**src/rtl/miss_entry_pkg.sv**
```systemverilog
package miss_entry_pkg;
   typedef enum logic [1:0] {
      CMD_RD   = 2'd0,
      CMD_RDEX = 2'd1,
      CMD_UPG  = 2'd2,
      CMD_FWD  = 2'd3
   } cmd_e;

   typedef enum logic [3:0] {
      OP_NOP       = 4'd0,
      OP_ALLOC     = 4'd1,
      OP_ADD       = 4'd2,
      OP_SNP_INS   = 4'd3,
      OP_SNP_FLAGS = 4'd4,
      OP_MARK      = 4'd5,
      OP_PROMOTE   = 4'd6,
      OP_POP       = 4'd7,
      OP_FILL      = 4'd8,
      OP_DEALLOC   = 4'd9
   } op_e;
endpackage

```
**src/rtl/miss_defer_rule.sv**
```systemverilog
module miss_defer_rule (
   input  logic in_service_i,
   input  logic def_empty_i,
   input  logic pend_inv_i,
   input  logic prim_excl_i,
   input  logic new_excl_i,
   output logic to_def_o
);
   // an issued request cannot absorb the target
   always_comb
      to_def_o = in_service_i &&
                 (!def_empty_i || pend_inv_i || (!prim_excl_i && new_excl_i));
endmodule

```
**src/rtl/miss_tgt_queue.sv**
```systemverilog
module miss_tgt_queue #(
   parameter int DEPTH  = 4,
   parameter int TIME_W = 16,
   parameter int ORD_W  = 8
) (
   input  logic                 clk,
   input  logic                 rst_n,
   input  logic                 push_i,
   input  logic [1:0]           in_cmd_i,
   input  logic [TIME_W-1:0]    in_ready_i,
   input  logic [ORD_W-1:0]     in_order_i,
   input  logic                 in_cpu_i,
   input  logic                 in_excl_i,
   input  logic                 pop_i,
   input  logic                 repl_i,
   input  logic                 flag_clr_i,
   output logic [1:0]           hd_cmd_o,
   output logic [TIME_W-1:0]    hd_ready_o,
   output logic [ORD_W-1:0]     hd_order_o,
   output logic                 hd_cpu_o,
   output logic                 hd_excl_o,
   output logic [$clog2(DEPTH):0] cnt_o,
   output logic                 full_o,
   output logic                 empty_o,
   output logic                 excl_o,
   output logic                 upg_o
);
   import miss_entry_pkg::*;
   localparam int PTR_W = $clog2(DEPTH);

   if (DEPTH < 2 || (DEPTH & (DEPTH - 1)) != 0) begin : g_bad_depth
      $error("miss_tgt_queue: DEPTH must be a power of two, at least 2");
   end

   typedef struct packed {
      logic [1:0]        cmd;
      logic [TIME_W-1:0] rdy;
      logic [ORD_W-1:0]  ord;
      logic              cpu;
      logic              excl;
   } tgt_t;

   tgt_t             slots [DEPTH];
   logic [PTR_W:0]   wp_q, rp_q;
   logic             excl_q, upg_q, excl_d, upg_d;
   logic             do_push, do_pop;
   tgt_t             head;

   assign cnt_o   = wp_q - rp_q;
   assign empty_o = (wp_q == rp_q);
   assign full_o  = (wp_q[PTR_W-1:0] == rp_q[PTR_W-1:0]) && (wp_q[PTR_W] != rp_q[PTR_W]);
   assign do_push = push_i && !full_o;
   assign do_pop  = pop_i && !empty_o;
   assign head    = slots[rp_q[PTR_W-1:0]];
   assign hd_cmd_o   = head.cmd;
   assign hd_ready_o = head.rdy;
   assign hd_order_o = head.ord;
   assign hd_cpu_o   = head.cpu;
   assign hd_excl_o  = head.excl;
   assign excl_o = excl_q;
   assign upg_o  = upg_q;

   always_comb begin
      excl_d = flag_clr_i ? 1'b0 : excl_q;
      upg_d  = (flag_clr_i || (repl_i && upg_q)) ? 1'b0 : upg_q;
      if (do_push && in_cpu_i) begin
         excl_d = excl_d | in_excl_i;
         upg_d  = upg_d | (in_cmd_i == CMD_UPG);
      end
   end

   always_ff @(posedge clk or negedge rst_n) begin
      if (!rst_n) begin
         wp_q   <= '0;
         rp_q   <= '0;
         excl_q <= 1'b0;
         upg_q  <= 1'b0;
      end else begin
         if (do_push) wp_q <= wp_q + 1'b1;
         if (do_pop)  rp_q <= rp_q + 1'b1;
         excl_q <= excl_d;
         upg_q  <= upg_d;
      end
   end

   always_ff @(posedge clk) begin
      for (int i = 0; i < DEPTH; i++)
         if (repl_i && upg_q && slots[i].cmd == CMD_UPG) slots[i].cmd <= CMD_RDEX;
      if (do_push)
         slots[wp_q[PTR_W-1:0]] <= '{cmd: in_cmd_i, rdy: in_ready_i, ord: in_order_i,
                                     cpu: in_cpu_i, excl: in_excl_i};
   end

   a_r10_no_overflow: assert property (@(posedge clk) disable iff (!rst_n)
      (push_i && full_o && !pop_i) |=> $stable(cnt_o));
   a_r5_upgrade_cleared: assert property (@(posedge clk) disable iff (!rst_n)
      (repl_i && !push_i) |=> !upg_o);
   a_r11_count_bound: assert property (@(posedge clk) disable iff (!rst_n)
      cnt_o <= ($clog2(DEPTH)+1)'(DEPTH));
endmodule

```
**src/rtl/miss_entry_ctrl.sv**
```systemverilog
module miss_entry_ctrl #(
   parameter int ADDR_W = 32,
   parameter int SIZE_W = 8,
   parameter int TIME_W = 16,
   parameter int ORD_W  = 8,
   parameter int DEPTH  = 4,
   localparam int QC_W  = $clog2(DEPTH) + 1,
   localparam int CNT_W = $clog2(2 * DEPTH + 1)
) (
   input  logic               clk,
   input  logic               rst_n,
   input  logic [TIME_W-1:0]  now_i,
   input  logic [3:0]         op_i,
   input  logic [ADDR_W-1:0]  req_addr_i,
   input  logic [SIZE_W-1:0]  req_size_i,
   input  logic [1:0]         req_cmd_i,
   input  logic               req_excl_i,
   input  logic [TIME_W-1:0]  req_ready_i,
   input  logic [ORD_W-1:0]   req_order_i,
   input  logic               snp_inv_i,
   input  logic               snp_shr_i,
   input  logic               repl_prim_i,
   input  logic               repl_def_i,
   output logic               valid_o,
   output logic               in_service_o,
   output logic [ADDR_W-1:0]  addr_o,
   output logic [SIZE_W-1:0]  size_o,
   output logic [TIME_W-1:0]  ready_o,
   output logic [ORD_W-1:0]   order_o,
   output logic [CNT_W-1:0]   ntargets_o,
   output logic               pend_inv_o,
   output logic               pend_shr_o,
   output logic [QC_W-1:0]    prim_cnt_o,
   output logic [QC_W-1:0]    def_cnt_o,
   output logic               prim_excl_o,
   output logic               prim_upg_o,
   output logic               def_excl_o,
   output logic               def_upg_o,
   output logic [1:0]         head_cmd_o,
   output logic [TIME_W-1:0]  head_ready_o,
   output logic [ORD_W-1:0]   head_order_o,
   output logic               head_cpu_o,
   output logic               head_excl_o,
   output logic               freed_o,
   output logic               promote_ok_o,
   output logic               fill_shared_o,
   output logic               ovf_o
);
   import miss_entry_pkg::*;

   op_e               op;
   logic              sel_q;        // index of the primary list
   logic              p_idx, d_idx;
   logic              valid_q, insvc_q, pinv_q, pshr_q;
   logic [ADDR_W-1:0] addr_q;
   logic [SIZE_W-1:0] size_q;
   logic [TIME_W-1:0] ready_q;
   logic [ORD_W-1:0]  order_q;
   logic [CNT_W-1:0]  ntgt_q;

   logic              q_push [2], q_pop [2], q_repl [2], q_clr [2];
   logic              q_full [2], q_empty [2], q_excl [2], q_upg [2];
   logic              q_hcpu [2], q_hexcl [2];
   logic [1:0]        q_hcmd [2];
   logic [TIME_W-1:0] q_hrdy [2];
   logic [ORD_W-1:0]  q_hord [2];
   logic [QC_W-1:0]   q_cnt  [2];

   logic to_def, push_any, push_tgt, is_fwd, promote_go;
   logic [TIME_W-1:0] promo_ready;

   assign op    = op_e'(op_i);
   assign p_idx = sel_q;
   assign d_idx = ~sel_q;

   miss_defer_rule u_rule (
      .in_service_i (insvc_q),
      .def_empty_i  (q_empty[d_idx]),
      .pend_inv_i   (pinv_q),
      .prim_excl_i  (q_excl[p_idx]),
      .new_excl_i   (req_excl_i),
      .to_def_o     (to_def)
   );

   assign push_any   = (op == OP_ALLOC) || (op == OP_ADD) || (op == OP_SNP_INS);
   assign push_tgt   = (op == OP_ADD && to_def) ? d_idx : p_idx;
   assign is_fwd     = !q_empty[p_idx] && (q_hcmd[p_idx] == CMD_FWD);
   assign promote_go = (op == OP_PROMOTE) && !q_empty[d_idx];
   assign promo_ready = (q_hrdy[d_idx] > now_i) ? q_hrdy[d_idx] : now_i;

   assign ovf_o         = push_any && q_full[push_tgt];
   assign freed_o       = (op == OP_MARK) && is_fwd && !insvc_q;
   assign promote_ok_o  = promote_go;
   assign fill_shared_o = (op == OP_FILL) && pshr_q;

   for (genvar i = 0; i < 2; i++) begin : g_q
      assign q_push[i] = push_any && (push_tgt == 1'(i));
      assign q_pop[i]  = (p_idx == 1'(i)) &&
                         ((op == OP_POP) || ((op == OP_MARK) && is_fwd && !insvc_q));
      assign q_repl[i] = (op == OP_SNP_FLAGS) &&
                         ((p_idx == 1'(i)) ? repl_prim_i : repl_def_i);
      assign q_clr[i]  = (op == OP_ALLOC) || (op == OP_DEALLOC) ||
                         (promote_go && (p_idx == 1'(i)));

      miss_tgt_queue #(.DEPTH(DEPTH), .TIME_W(TIME_W), .ORD_W(ORD_W)) u_q (
         .clk        (clk),
         .rst_n      (rst_n),
         .push_i     (q_push[i]),
         .in_cmd_i   (req_cmd_i),
         .in_ready_i (req_ready_i),
         .in_order_i (req_order_i),
         .in_cpu_i   (op != OP_SNP_INS),
         .in_excl_i  (req_excl_i),
         .pop_i      (q_pop[i]),
         .repl_i     (q_repl[i]),
         .flag_clr_i (q_clr[i]),
         .hd_cmd_o   (q_hcmd[i]),
         .hd_ready_o (q_hrdy[i]),
         .hd_order_o (q_hord[i]),
         .hd_cpu_o   (q_hcpu[i]),
         .hd_excl_o  (q_hexcl[i]),
         .cnt_o      (q_cnt[i]),
         .full_o     (q_full[i]),
         .empty_o    (q_empty[i]),
         .excl_o     (q_excl[i]),
         .upg_o      (q_upg[i])
      );
   end

   always_ff @(posedge clk or negedge rst_n) begin
      if (!rst_n) begin
         sel_q   <= 1'b0;
         valid_q <= 1'b0;
         insvc_q <= 1'b0;
         pinv_q  <= 1'b0;
         pshr_q  <= 1'b0;
         addr_q  <= '0;
         size_q  <= '0;
         ready_q <= '0;
         order_q <= '0;
         ntgt_q  <= '0;
      end else begin
         unique case (op)
            OP_ALLOC: begin
               valid_q <= 1'b1;
               insvc_q <= 1'b0;
               pinv_q  <= 1'b0;
               pshr_q  <= 1'b0;
               addr_q  <= req_addr_i;
               size_q  <= req_size_i;
               ready_q <= req_ready_i;
               order_q <= req_order_i;
               ntgt_q  <= CNT_W'(1);
            end
            OP_ADD, OP_SNP_INS: if (!ovf_o) ntgt_q <= ntgt_q + 1'b1;
            OP_SNP_FLAGS: begin
               pinv_q <= pinv_q | snp_inv_i;
               pshr_q <= pshr_q | snp_shr_i;
            end
            OP_MARK: begin
               if (is_fwd && !insvc_q) ntgt_q <= ntgt_q - 1'b1;
               else                    insvc_q <= 1'b1;
            end
            OP_POP: if (!q_empty[p_idx]) ntgt_q <= ntgt_q - 1'b1;
            OP_PROMOTE: if (promote_go) begin
               sel_q   <= ~sel_q;
               pinv_q  <= 1'b0;
               pshr_q  <= 1'b0;
               order_q <= q_hord[d_idx];
               ready_q <= promo_ready;
            end
            OP_DEALLOC: begin
               valid_q <= 1'b0;
               insvc_q <= 1'b0;
            end
            default: ;
         endcase
      end
   end

   assign valid_o      = valid_q;
   assign in_service_o = insvc_q;
   assign addr_o       = addr_q;
   assign size_o       = size_q;
   assign ready_o      = ready_q;
   assign order_o      = order_q;
   assign ntargets_o   = ntgt_q;
   assign pend_inv_o   = pinv_q;
   assign pend_shr_o   = pshr_q;
   assign prim_cnt_o   = q_cnt[p_idx];
   assign def_cnt_o    = q_cnt[d_idx];
   assign prim_excl_o  = q_excl[p_idx];
   assign prim_upg_o   = q_upg[p_idx];
   assign def_excl_o   = q_excl[d_idx];
   assign def_upg_o    = q_upg[d_idx];
   assign head_cmd_o   = q_hcmd[p_idx];
   assign head_ready_o = q_hrdy[p_idx];
   assign head_order_o = q_hord[p_idx];
   assign head_cpu_o   = q_hcpu[p_idx];
   assign head_excl_o  = q_hexcl[p_idx];

   a_r1_alloc_state: assert property (@(posedge clk) disable iff (!rst_n)
      (op == OP_ALLOC) |=> (valid_o && !in_service_o && !pend_inv_o && !pend_shr_o &&
                            ntargets_o == CNT_W'(1)));
   a_r4_count_up: assert property (@(posedge clk) disable iff (!rst_n)
      ((op == OP_ADD || op == OP_SNP_INS) && !ovf_o) |=> ntargets_o == $past(ntargets_o) + 1'b1);
   a_r6_fwd_single: assert property (@(posedge clk) disable iff (!rst_n)
      freed_o |-> prim_cnt_o == QC_W'(1));
   a_r6_fwd_frees: assert property (@(posedge clk) disable iff (!rst_n)
      freed_o |=> (!in_service_o && prim_cnt_o == '0));
   a_r7_promote_needs_empty: assert property (@(posedge clk) disable iff (!rst_n)
      (op == OP_PROMOTE) |-> prim_cnt_o == '0);
   a_r7_promote_clears: assert property (@(posedge clk) disable iff (!rst_n)
      promote_ok_o |=> (!pend_inv_o && !pend_shr_o && def_cnt_o == '0 && !def_excl_o));
   a_r9_dealloc_legal: assert property (@(posedge clk) disable iff (!rst_n)
      (op == OP_DEALLOC) |-> (prim_cnt_o == '0 && ntargets_o == '0));
   a_r9_dealloc_state: assert property (@(posedge clk) disable iff (!rst_n)
      (op == OP_DEALLOC) |=> (!valid_o && !in_service_o && !prim_excl_o && !def_upg_o));
endmodule

```
**config.mk**
```make
export PLATFORM = sky130hd
export DESIGN_NAME = miss_entry_ctrl
export DESIGN_NICKNAME = d
export VERILOG_FILES = /design/src/rtl/miss_entry_pkg.sv /design/src/rtl/miss_defer_rule.sv /design/src/rtl/miss_tgt_queue.sv /design/src/rtl/miss_entry_ctrl.sv
export SDC_FILE = /design/constraint.sdc
export NUM_CORES = 1
export LEC_CHECK = 0
export BUFFER_PORTS_ARGS = -buffer_cell sky130_fd_sc_hd__buf_2
export CORE_AREA = 3 3 173 175
export CTS_CLUSTER_SIZE = 24
export DETAILED_ROUTE_END_ITERATION = 8
export DIE_AREA = 0 0 176 178
export GPL_TIMING_DRIVEN = 0
export HOLD_SLACK_MARGIN = 0.03
export MAX_ROUTING_LAYER = met4
export PLACE_DENSITY = 0.69
export REMOVE_ABC_BUFFERS = 1
export SLEW_MARGIN = 20
export SYNTH_ARGS = -nofsm -noshare
export SYNTH_HDL_FRONTEND = slang
export SYNTH_SLANG_ARGS = --single-unit
```
**constraint.sdc**
```tcl
create_clock -name clk -period 5.3 [get_ports clk]
set_input_delay 0.265 -clock clk [delete_from_list [all_inputs] [get_ports clk]]
set_output_delay 0.265 -clock clk [all_outputs]
set_load 0.005 [all_outputs]
```
-- Word-level counts from Yosys, hierarchy flattened
Memories as Yosys holds them, arrays and structs flattened.
Cells that the tools add are included.
- latch bits: 0
- memory bits (writable): 224
- bits in read-only memories: 0
- memories kept: 2
- word-level logic and storage cells: 242
- register bits: 89
- input port bits: 93
- memory list (name ; depth ; width ; read ports ; clocked after memory_dff ; write ports ; line ; RTL):
    g_q[0].u_q.slots ; 4 ; 28 ; 5 ; 0 ; 4 ; miss_tgt_queue.sv:43 ; tgt_t slots [DEPTH];
    g_q[1].u_q.slots ; 4 ; 28 ; 5 ; 0 ; 4 ; miss_tgt_queue.sv:43 ;
- reduce and logical (&&, ||, !) cells: 68
- bitwise operators: 11
- $add $sub $neg: 8
- shifts and indexed selects: 0
- equality and inequality tests: 31
- multipliers: 0
- magnitude comparators: 4
- mux-type cells: 100
- div/mod/pow operators: 0
- operators by type and width (kind ; count):
    $mux W16 ; 8
    $mux W1 ; 60
    $mux W28 ; 2
    $mux W8 ; 7
    $reduce_or A28 Y1 ; 2
    $logic_and A1 B1 Y1 ; 36
    $pmux W16 S2 ; 1
    $eq A2 B2 Y1 const B ; 10
    $mux W3 ; 6
    $eq A4 B3 Y1 const B ; 4
    $gt A16 B16 Y1 ; 1
    $pmux W4 S4 ; 1
    $pmux W8 S2 ; 1
    $mux W2 ; 7
    $add A3 B1 Y3 const B ; 4
    $mux W4 ; 3
    $logic_or A1 B1 Y1 ; 10
    $eq A4 B2 Y1 const B ; 2
    $eq A4 B4 Y1 const B ; 2
    $logic_not A1 Y1 ; 8
    $ne A2 B2 Y1 const B ; 4
    $reduce_and A2 Y1 ; 4
    $eq A3 B3 Y1 ; 2
    $ge A2 B2 Y1 const B ; 3
    other kinds (18) ; 34

-- Logic depth before layout (Yosys ltp)
Gate-level depths: netlist (run 1).
- depth after elaboration: 18
- mapped depth: 14

-- Hierarchy
A second synthesis (run 1) with hierarchy kept.
- cell total of the unflattened synthesis: 946
- area, all modules: 14530.2 µm²
- modules (own cells, without submodules) (module ; cells each ; area each (µm²) ; instances):
    miss_entry_ctrl ; 501 ; 5109.9 ; 1
    miss_tgt_queue (g_q[1].u_q) ; 221 ; 4703.3 ; 1
    miss_tgt_queue (g_q[0].u_q) ; 221 ; 4698.3 ; 1
    miss_defer_rule ; 3 ; 18.8 ; 1

-- Worst setup path after synthesis (run 1)
No wires, ideal clock.
- path type: register to register
- start point: register g_q[0].u_q.rp_q[1]
- end point: memory g_q[1].u_q.slots[3][26] in the netlist's numbering, enable pin
- required time: 4998 ps
- stages on the path, launching flop included: 13
- arrival: 4517 ps
- library setup time: 302 ps
- setup slack: 481 ps
- path buffers: 3
- clock period less this slack: 4819 ps
- cell sequence: dfrtp_1 -> buf_1 -> buf_1 -> inv_1 -> ha_1 -> nand2_1 -> a2111oi_1 -> o21ai_1 -> o31ai_4 -> buf_4 -> nand2_2 -> nor3_1 -> or2_1
- RTL lines (item ; line ; RTL):
    from (decl) ; miss_tgt_queue.sv:44 ; logic [PTR_W:0] wp_q, rp_q;
    from (signal assigned) ; miss_tgt_queue.sv:80 ; if (do_pop) rp_q <= rp_q + 1'b1;
    to (decl) ; miss_tgt_queue.sv:43 ;

==> results of run 1 <==
==> per-layer routing <==
| metal | routed length, um | share of wire [%] | up-vias |
|---|---|---|---|
| met3 | 3190 | 8.7 | 56 |
| met5 | 0 | 0 | - |
| met4 | 705 | 1.9 | 0 |
| li1 | - | - | 4364 |
| met1 | 15000 | 41 | 4739 |
| met2 | 17600 | 48 | 481 |
==> worst register-to-register path, delay by kind of cell, from the launching register on <==
family | cells | cell delay (ps)
flops | 1 | 720
compound gates | 2 | 530
buf+inv | 3 | 580
fa+ha+maj | 1 | 520
simple gates | 4 | 1640
==> area by class of cell <==
cell class	count	area [sq um]	area share (%)
clock buffers	53	993	5.63
multi-input cells	631	4980	28.2
repair buffers	283	1970	11.2
well taps	384	480	2.72
diodes	2	5.00	0.0284
flip-flops and latches	313	8970	50.8
clock inverters	9	118	0.666
inverters	36	136	0.773
==> final timing paths <==
check	from	end	slack [ps]	cells past startpoint
max	g_q[1].u_q.rp_q[0]	g_q[0].u_q.slots[0][13]	1020	10
max reg2reg	g_q[1].u_q.rp_q[0]	g_q[0].u_q.slots[0][13]	1020	10
max in group asynchronous	rst_n	g_q[1].u_q.rp_q[0]	4430	3
min in group asynchronous	rst_n	ntargets_o[2]	240	2
min	req_ready_i[13]	ready_o[13]	90	3
min reg2reg	order_o[5]	order_o[5]	480	2
==> kinds of logic after synthesis <==
kind of cell | after synthesis | synth area share (%)
flops | 313 | 62.8
fa+ha+maj | 29 | 2.70
mux | 128 | 14.3
compound gates | 127 | 5.71
buf+inv | 91 | 2.74
simple gates | 333 | 10.8
xor+xnor | 14 | 0.860
==> stage by stage <==
| step | utilization [%] | cell area (sq um) | std cells | setup WS (ps) |
|---|---|---|---|---|
| after floorplan | - | 14000 | 980 | -175 |
| after global placement | 54.2 | 15500 | 1570 | -3980 |
| after detailed placement | 56.3 | 16100 | 1604 | 1010 |
| after CTS | 61.6 | 17600 | 1709 | 1010 |
| after global routing | 61.7 | 17600 | 1711 | 745 |
| final | 61.7 | 17600 | 1711 | 1020 |
==> registers in the layout (all words and copies together), names as in the netlist, 4 cells and up <==
signal and cells:
ntargets_o 4, g_q.u_q.slots 224, g_q.u_q.wp_q 6, addr_o 32, order_o 8, ready_o 16, size_o 8, g_q.u_q.rp_q 6
==> synthesized netlist by cell type, drive strengths merged (10+ instances only) <==
master,n,area share [%]
nand3,17,0.63
mux4,56,8.8
nor2,41,1.1
xnor2,10,0.61
clkbuf,30,0.80
and2,29,1.3
inv,35,0.92
ha,26,2.3
mux2i,25,1.8
o21ai,38,1.3
buf,25,0.99
edfxtp,224,47
nor3,12,0.61
dfrtp,89,16
a21oi,39,1.4
mux2,47,3.7
o22ai,15,0.66
nand2,178,4.7
and3,27,1.2
==> power by group through the flow <==
stage	clock, uW	combinational, uW	sequential (uW)
after detailed placement	0	3270	3490
after floorplan	0	1900	3440
after CTS	2360	3320	3440
after global placement	0	3010	3590
after global routing	2460	3610	3510
final	2330	3300	3440
==> what timing repair did <==
| action | 4_1_cts | 5_1_grt |
|---|---|---|
| gates resized for setup | 0 | 0 |
| hold endpoints to repair | 72 | 0 |
| setup buffers | 0 | 0 |
| hold buffers | 43 | 0 |
==> flow_summary.toml, run 1 <==
[run_status]
outcome = "complete, no violations"

[global_route]
grt_max_degree = 60
grt_pass1_vias = 9958
grt_util_met1_pct = 32.5
antenna_found_initial = 3
met2_usage_pct = 38.5
gr-total-overflow = 0
grt_pass1_wl_um = 56200
grt-busiest-layer = "met2"
grt_use_met3_pct = 4.77
track_usage_pct = 24.2

[floorplanning]
dieArea_sq_um = 31300
die_x_um = 176
die_h_um = 178
coreArea_sq_um = 28600
pin_count = 207
start_util_pct = 49.8
rows = 62

[critical_path]
critPathBufInv = 3
path_cells = "ha_1 > nand2_1 > or2_1 > a211oi_2 > o31ai_4 > or3_1 > nor3_4 > buf_6 > buf_6 > buf_6"
cp_max_fo = 31
cp.arrival_ps = 4490
crit_path_end_kind = "register"
startpoint_type = "register"
slowest_delay_ps = 720
critPathSlowestCell = "dfrtp_4"
crit_type = "reg -> reg"
crit_family = "simple AND/OR/NAND/NOR gates"
cp.required_ps = 5510
path_common_cell = "buf_6"

[clock_tree]
clock-root-buffer = "clkbuf_16"
clock_latency_ps = 510
cts_max_level = 2
cts_max_path_buffers = 3
cts_made_buffers = 34
cts_tree = "yes"
clk_pin_slew_ps = 60
clock_sinks = 313

[detailed_routing]
routedWlPerCell_um = 21.3
dr.pass1.iters = 5
postRouteAntennaNets = 0
routed_wl_um = 36500
drc = 0
vias = 9640
drt_iter0_markers = 850
drt-vias-per-instance = 5.63

[pwr]
total_power_uw = 9070
power_frac_comb_pct = 36.4
power_per_cell_area_nw_per_um2 = 514
ir_drop_uv = 361
power_leakage_uw = 0.00718
swShare_pct = 35.0
seq_power_share_pct = 37.9
clkPwrFrac_pct = 25.7
p_switching_uw = 3170
internal-power_uw = 5900

[timing]
report.final.slew_viol_count = 0
fmax_mhz = 233
setup_violations = 0
tns_ps = 0
relSlewSlack_pct = 28.9
fin_skew_ps = 14.8
hold_viol = 0
rsz0062_at_grt = "false"
worst_slew_pin_slew_ps = 1070
holdWs_ps = 85.2
min_period_ps = 4280
fin_crit_sh_pct = 80.8

[logic_synthesis]
netlist_area_sq_um = 14300
ys_seq_area_share_pct = 62.8
async_reset_ff_share_pct = 28.4
synthCells = 1035
synth_edf_count = 224
ys_ff_latch = 313
ys.flop_type = "edfxtp_1"
syn_area_per_cell_sq_um = 13.8
netlist-cell-type-count = 59
yosys_warnings = 0

[layout]
fin_nets = 1421
layout_common_cells = "224 x edfxtp_1, 205 x buf_2, 176 x nand2_1"
layout-drive-gt1-share_pct = 31.2
final_common_cell = "edfxtp_1"
area_delta_synth_final_pct = 23.8
fillers = 2165

[placed_design]
io_buffers = 206
place.gp.congestion = 0.834
hpwl_um = 24600

[flow_run]
maxCapViolCount = 0

[hold_path]
min_path_type = "in -> reg"
Note: power is estimated with default switching activity, not from simulation.
==> run 2: changes to the inputs <==
- PLACE_DENSITY: 0.69 -> 0.72
- clock period: 5.3 -> 3.8 ns (I/O delays scaled with it)
==> run 2 against run 1 <==
Compared with the run above:
- clock skew fell by 2.2 ps
- utilization rose by 2.2 points
- clock power rose by 43%
==> flow_summary.toml, run 2 (synthesis results as in run 1) <==
[run_status]
outcome = "complete, no violations"

[placed_design]
io_buffers = 206
place.gp.congestion = 0.858
dpl.cell_count = 1603
pre_cts_ws_ps = -475
hpwl_um = 24400

[global_route]
track_usage_pct = 24.6
grt_pass1_wl_um = 57300
gr-total-overflow = 0
grt_pass1_vias = 10417
antenna_found_initial = 1
grt_max_degree = 68

[critical_path]
r2r_cells = 10
cp_max_fo = 17
startpoint_type = "register"
crit_type = "reg -> reg"
cp.required_ps = 4020
cp.arrival_ps = 3850
crit_path_end_kind = "register"

[pwr]
power_per_cell_area_nw_per_um2 = 712
ir_drop_uv = 491
power_leakage_uw = 0.00745

[flow_run]
maxCapViolCount = 0

[detailed_routing]
drc = 0
drt-vias-per-instance = 5.64
drt_iter0_markers = 884
dr.pass1.iters = 5
routed_wl_um = 37400
postRouteAntennaNets = 0
vias = 9945
routedWlPerCell_um = 21.2

[floorplanning]
die_x_um = 176
die_h_um = 178
dieArea_sq_um = 31300
start_util_pct = 49.8
coreArea_sq_um = 28600
rows = 62
pin_count = 207

[hold_path]
min_path_type = "in -> reg"
min_path_cells = 3

[timing]
setup_ws_ps = 169
relSlewSlack_pct = 32.6
setup_violations = 0
fin_skew_ps = 12.6
tns_ps = 0
worst_slew_pin_slew_ps = 1010
report.final.slew_viol_count = 0
holdWs_ps = 48.6
min_period_ps = 3630
fmax_mhz = 275
rsz0062_at_grt = "false"
hold_viol = 0
fin_crit_sh_pct = 95.6

[layout]
layout-drive-gt1-share_pct = 31.3
largest_reg_flops = 224
final_util_pct = 63.8
largest-register = "g_q.u_q.slots"
final_common_cell = "edfxtp_1"
area_delta_synth_final_pct = 28.2
fin_nets = 1473
fin_cells = 1763
layout_common_cells = "224 x edfxtp_1, 205 x buf_2, 176 x nand2_1"

[clock_tree]
cts_max_level = 2
clk_pin_slew_ps = 60
clock-root-buffer = "clkbuf_16"
cts_max_path_buffers = 3
cts_made_buffers = 35
cts_tree = "yes"
clock_latency_ps = 520
clock_sinks = 313
## run 2: cell count changes in the layout (fill, tap and decap cells not counted), moves of 4 or more
| cell | before | now |
|---|---|---|
| buf_16 | 5 | 9 |
| buf_4 | 10 | 18 |
| clkbuf_1 | 13 | 7 |
| clkbuf_8 | 5 | 1 |
| clkinv_1 | 2 | 6 |
| dlygate4sd3_1 | 43 | 80 |
## run 2: worst max-delay path, stage by stage (launching register included)
cell      delay, ps
dfrtp_4         650
ha_1            410
nand2_1          90
or2_1           340
a211oi_2        310
o31ai_4         110
buf_8           160
or3_1           570
nor3_4          310
buf_8           190
buf_8           170
## run 2: power by group
group          internal [uW]  total, uW  switching (uW)
Sequential              4190       4680             491
Combinational           2300       5000            2700
Clock                   1940       3330            1390
Total                   8430      13000            4570
## run 2: repair_timing
item,CTS,global route
endpoints found under the setup margin,157,48
pin swaps,4,2
hold buffers,80,0
buffers inserted,9,6
hold endpoints to repair,155,0
resized for setup,2,2
## run 2: metrics by stage
step                      instance area [sq um]  power (uW)
after floorplan                           14000        7440
after global placement                    15500        9150
after detailed placement                  16100        9430
after CTS                                 18200       13000
after global routing                      18300       13700
final                                     18300       13000
## run 2: final cells by class
type	instances	area, sq um
Antenna cell	1	2.50
Clock buffer	43	916
Clock inverter	21	206
Fill cell	2058	10400
Inverter	36	140
Multi-Input combinational cell	631	4990
Sequential cell	313	8970
Tap cell	384	480
Timing Repair Buffer	334	2560
## run 2: path summary, 6_finish.rpt
check                                         from                       to  slack, ps
worst max register to register  g_q[1].u_q.rp_q[0]  g_q[0].u_q.slots[0][21]        170
max in group asynchronous                    rst_n                    p_idx       3040
worst min register to register          order_o[6]               order_o[6]        470
worst min-delay path                req_ready_i[8]               ready_o[8]         50
worst max-delay path            g_q[1].u_q.rp_q[0]  g_q[0].u_q.slots[0][21]        170
min in group asynchronous                    rst_n            ntargets_o[2]        100
## run 2: layer usage
metal	vias to the layer above	part of all wire, %	GRT usage [%]
met1	4959	40	32.5
li1	4464	-	-
met4	0	2.1	6.73
met3	68	8.1	3.45
met2	454	49	40.5
met5	-	0	-
==> run 3: changes to the inputs <==
- CORE_AREA: 3 3 173 175 -> 3 3 170 172
- DIE_AREA: 0 0 176 178 -> 0 0 173 175
- PLACE_DENSITY: 0.72 -> 0.74
==> run 3 against run 2 <==
Compared with the run above:
- power is 1.4% lower
- utilization is 1.3 points higher
- fmax is 0.61% higher
- global-route usage is 1.2 points higher
- clock power is 5% lower
- final area is 1.5% lower
- sequential power hardly changed
- combinational power hardly changed
- via count hardly changed
- largest power group unchanged
- die area is 3.4% lower
- hold slack worse by 2.9 ps
- critical endpoint is now ready_o[9]
- clock skew is 7.7 ps higher
==> flow_summary.toml, run 3 (synthesis results as in run 1) <==
[run_status]
outcome = "complete, no violations"

[critical_path]
crit_type = "reg -> reg"
reg2reg_from = "p_idx"
reg2reg_to = "ready_o[9]"
cp.required_ps = 4170
startpoint_type = "register"
crit_path_end_kind = "register"
cp_max_fo = 53
reg2reg_slack_ps = 190
cp.arrival_ps = 3980
r2r_cells = 14

[timing]
report.final.slew_viol_count = 0
min_period_ps = 3610
holdWs_ps = 45.7
fin_skew_ps = 20.3
fmax_mhz = 277
relSlewSlack_pct = 36.7
tns_ps = 0
fin_crit_sh_pct = 95.0
worst_slew_pin_slew_ps = 949
rsz0062_at_grt = "false"
hold_viol = 0
setup_violations = 0

[floorplanning]
coreArea_sq_um = 27600
die_h_um = 175
rows = 61
pin_count = 207
die_x_um = 173
start_util_pct = 51.6
dieArea_sq_um = 30300

[pwr]
power_per_cell_area_nw_per_um2 = 712
ir_drop_uv = 417
total_power_uw = 12800
power_leakage_uw = 0.00733

[global_route]
antenna_found_initial = 1
track_usage_pct = 25.8
grt_pass1_wl_um = 58700
grt_max_degree = 59
grt_pass1_vias = 10517
gr-total-overflow = 0

[clock_tree]
cts_tree = "yes"
clock_latency_ps = 510
cts_max_path_buffers = 3
clk_pin_slew_ps = 60
clock-root-buffer = "clkbuf_16"
cts_made_buffers = 34
cts_max_level = 2
clock_sinks = 313

[detailed_routing]
drc = 0
vias = 9951
drt_iter0_markers = 882
dr.pass1.iters = 5
routed_wl_um = 38200
routedWlPerCell_um = 21.9
drt-vias-per-instance = 5.72
postRouteAntennaNets = 0

[flow_run]
maxCapViolCount = 0

[hold_path]
holdPathEnd = "ready_o[8]"
min_path_cells = 3
min-delay-start = "req_ready_i[8]"
min_path_type = "in -> reg"

[layout]
final_common_cell = "edfxtp_1"
multi_input_area_sq_um = 4980
ff_latch_area_sq_um = 8970
fin_nets = 1456
fin_cells = 1739
fillers = 2011
largest_reg_flops = 224
largest-register = "g_q.u_q.slots"
layout_common_cells = "224 x edfxtp_1, 205 x buf_2, 176 x nand2_1"
area_delta_synth_final_pct = 26.3
layout-drive-gt1-share_pct = 31.2

[placed_design]
dpl.cell_count = 1596
place.gp.congestion = 0.843
hpwl_um = 24900
io_buffers = 206
==> run 3: how the worst max path moves through the flow <==
| stage | from | to | depth (start not counted) |
|---|---|---|---|
| after CTS | g_q[0].u_q.rp_q[0] | ready_o[0] | 11 |
| after global placement | g_q[1].u_q.rp_q[0] | g_q[1].u_q.slots[0][26] | 7 |
| after global routing | p_idx | ready_o[0] | 14 |
| after detailed placement | p_idx | ready_o[14] | 13 |
| final | p_idx | ready_o[9] | 14 |
| after floorplan | p_idx | g_q[1].u_q.slots[3][26] | 7 |
==> run 3: final cells by class <==
| class | instances | area share, % |
|---|---|---|
| diodes | 1 | 0.0139 |
| repair buffers | 318 | 13.2 |
| multi-input cells | 631 | 27.7 |
| clock inverters | 18 | 0.945 |
| flip-flops and latches | 313 | 49.8 |
| inverters | 36 | 0.779 |
| well taps | 378 | 2.63 |
| clock buffers | 44 | 4.94 |
==> run 3: critical path, cell delays in order, from the launching register on <==
cell      delay, ps
dfrtp_4         560
buf_16          300
clkinv_4        230
buf_12          240
nand2_1          70
nand2_1          70
ha_1            330
nand4_1         170
nor2_1          220
nand4_1         220
a21o_1          240
a21oi_4         170
buf_12          200
mux2i_1         270
o22ai_1         120
==> run 3: power by group <==
part	internal (uW)	switching, uW
logic	2250	2760
clock network	1810	1340
registers	4190	470
total	8250	4570
==> run 3: layer usage <==
metal  vias to the layer above  GRT usage, %  wire length [um]  share of wire [%]
met2                       478          42.6             18900                 50
li1                       4417             -                 -                  -
met5                         -             -                 0                  0
met1                      4979          32.9             15000                 39
met4                         0          8.21              1150                3.0
met3                        77          4.58              3090                8.1
==> run 3: repair_timing <==
action	in CTS	in global routing
endpoints found under the hold margin	153	0
hold buffers	70	0
buffers inserted	5	5
endpoints found under the setup margin	119	39
resized for setup	3	0
pin swaps	3	1
==> run 3: per-stage QoR <==
step	instance area (sq um)	util (%)	worst slack [ps]
detailed placement	16100	58.3	-368
finish	18000	65.1	191
global placement	15500	56.1	-5450
global route	18000	65.1	25.4
CTS	17900	64.9	30.9
floorplan	14000	-	-1680
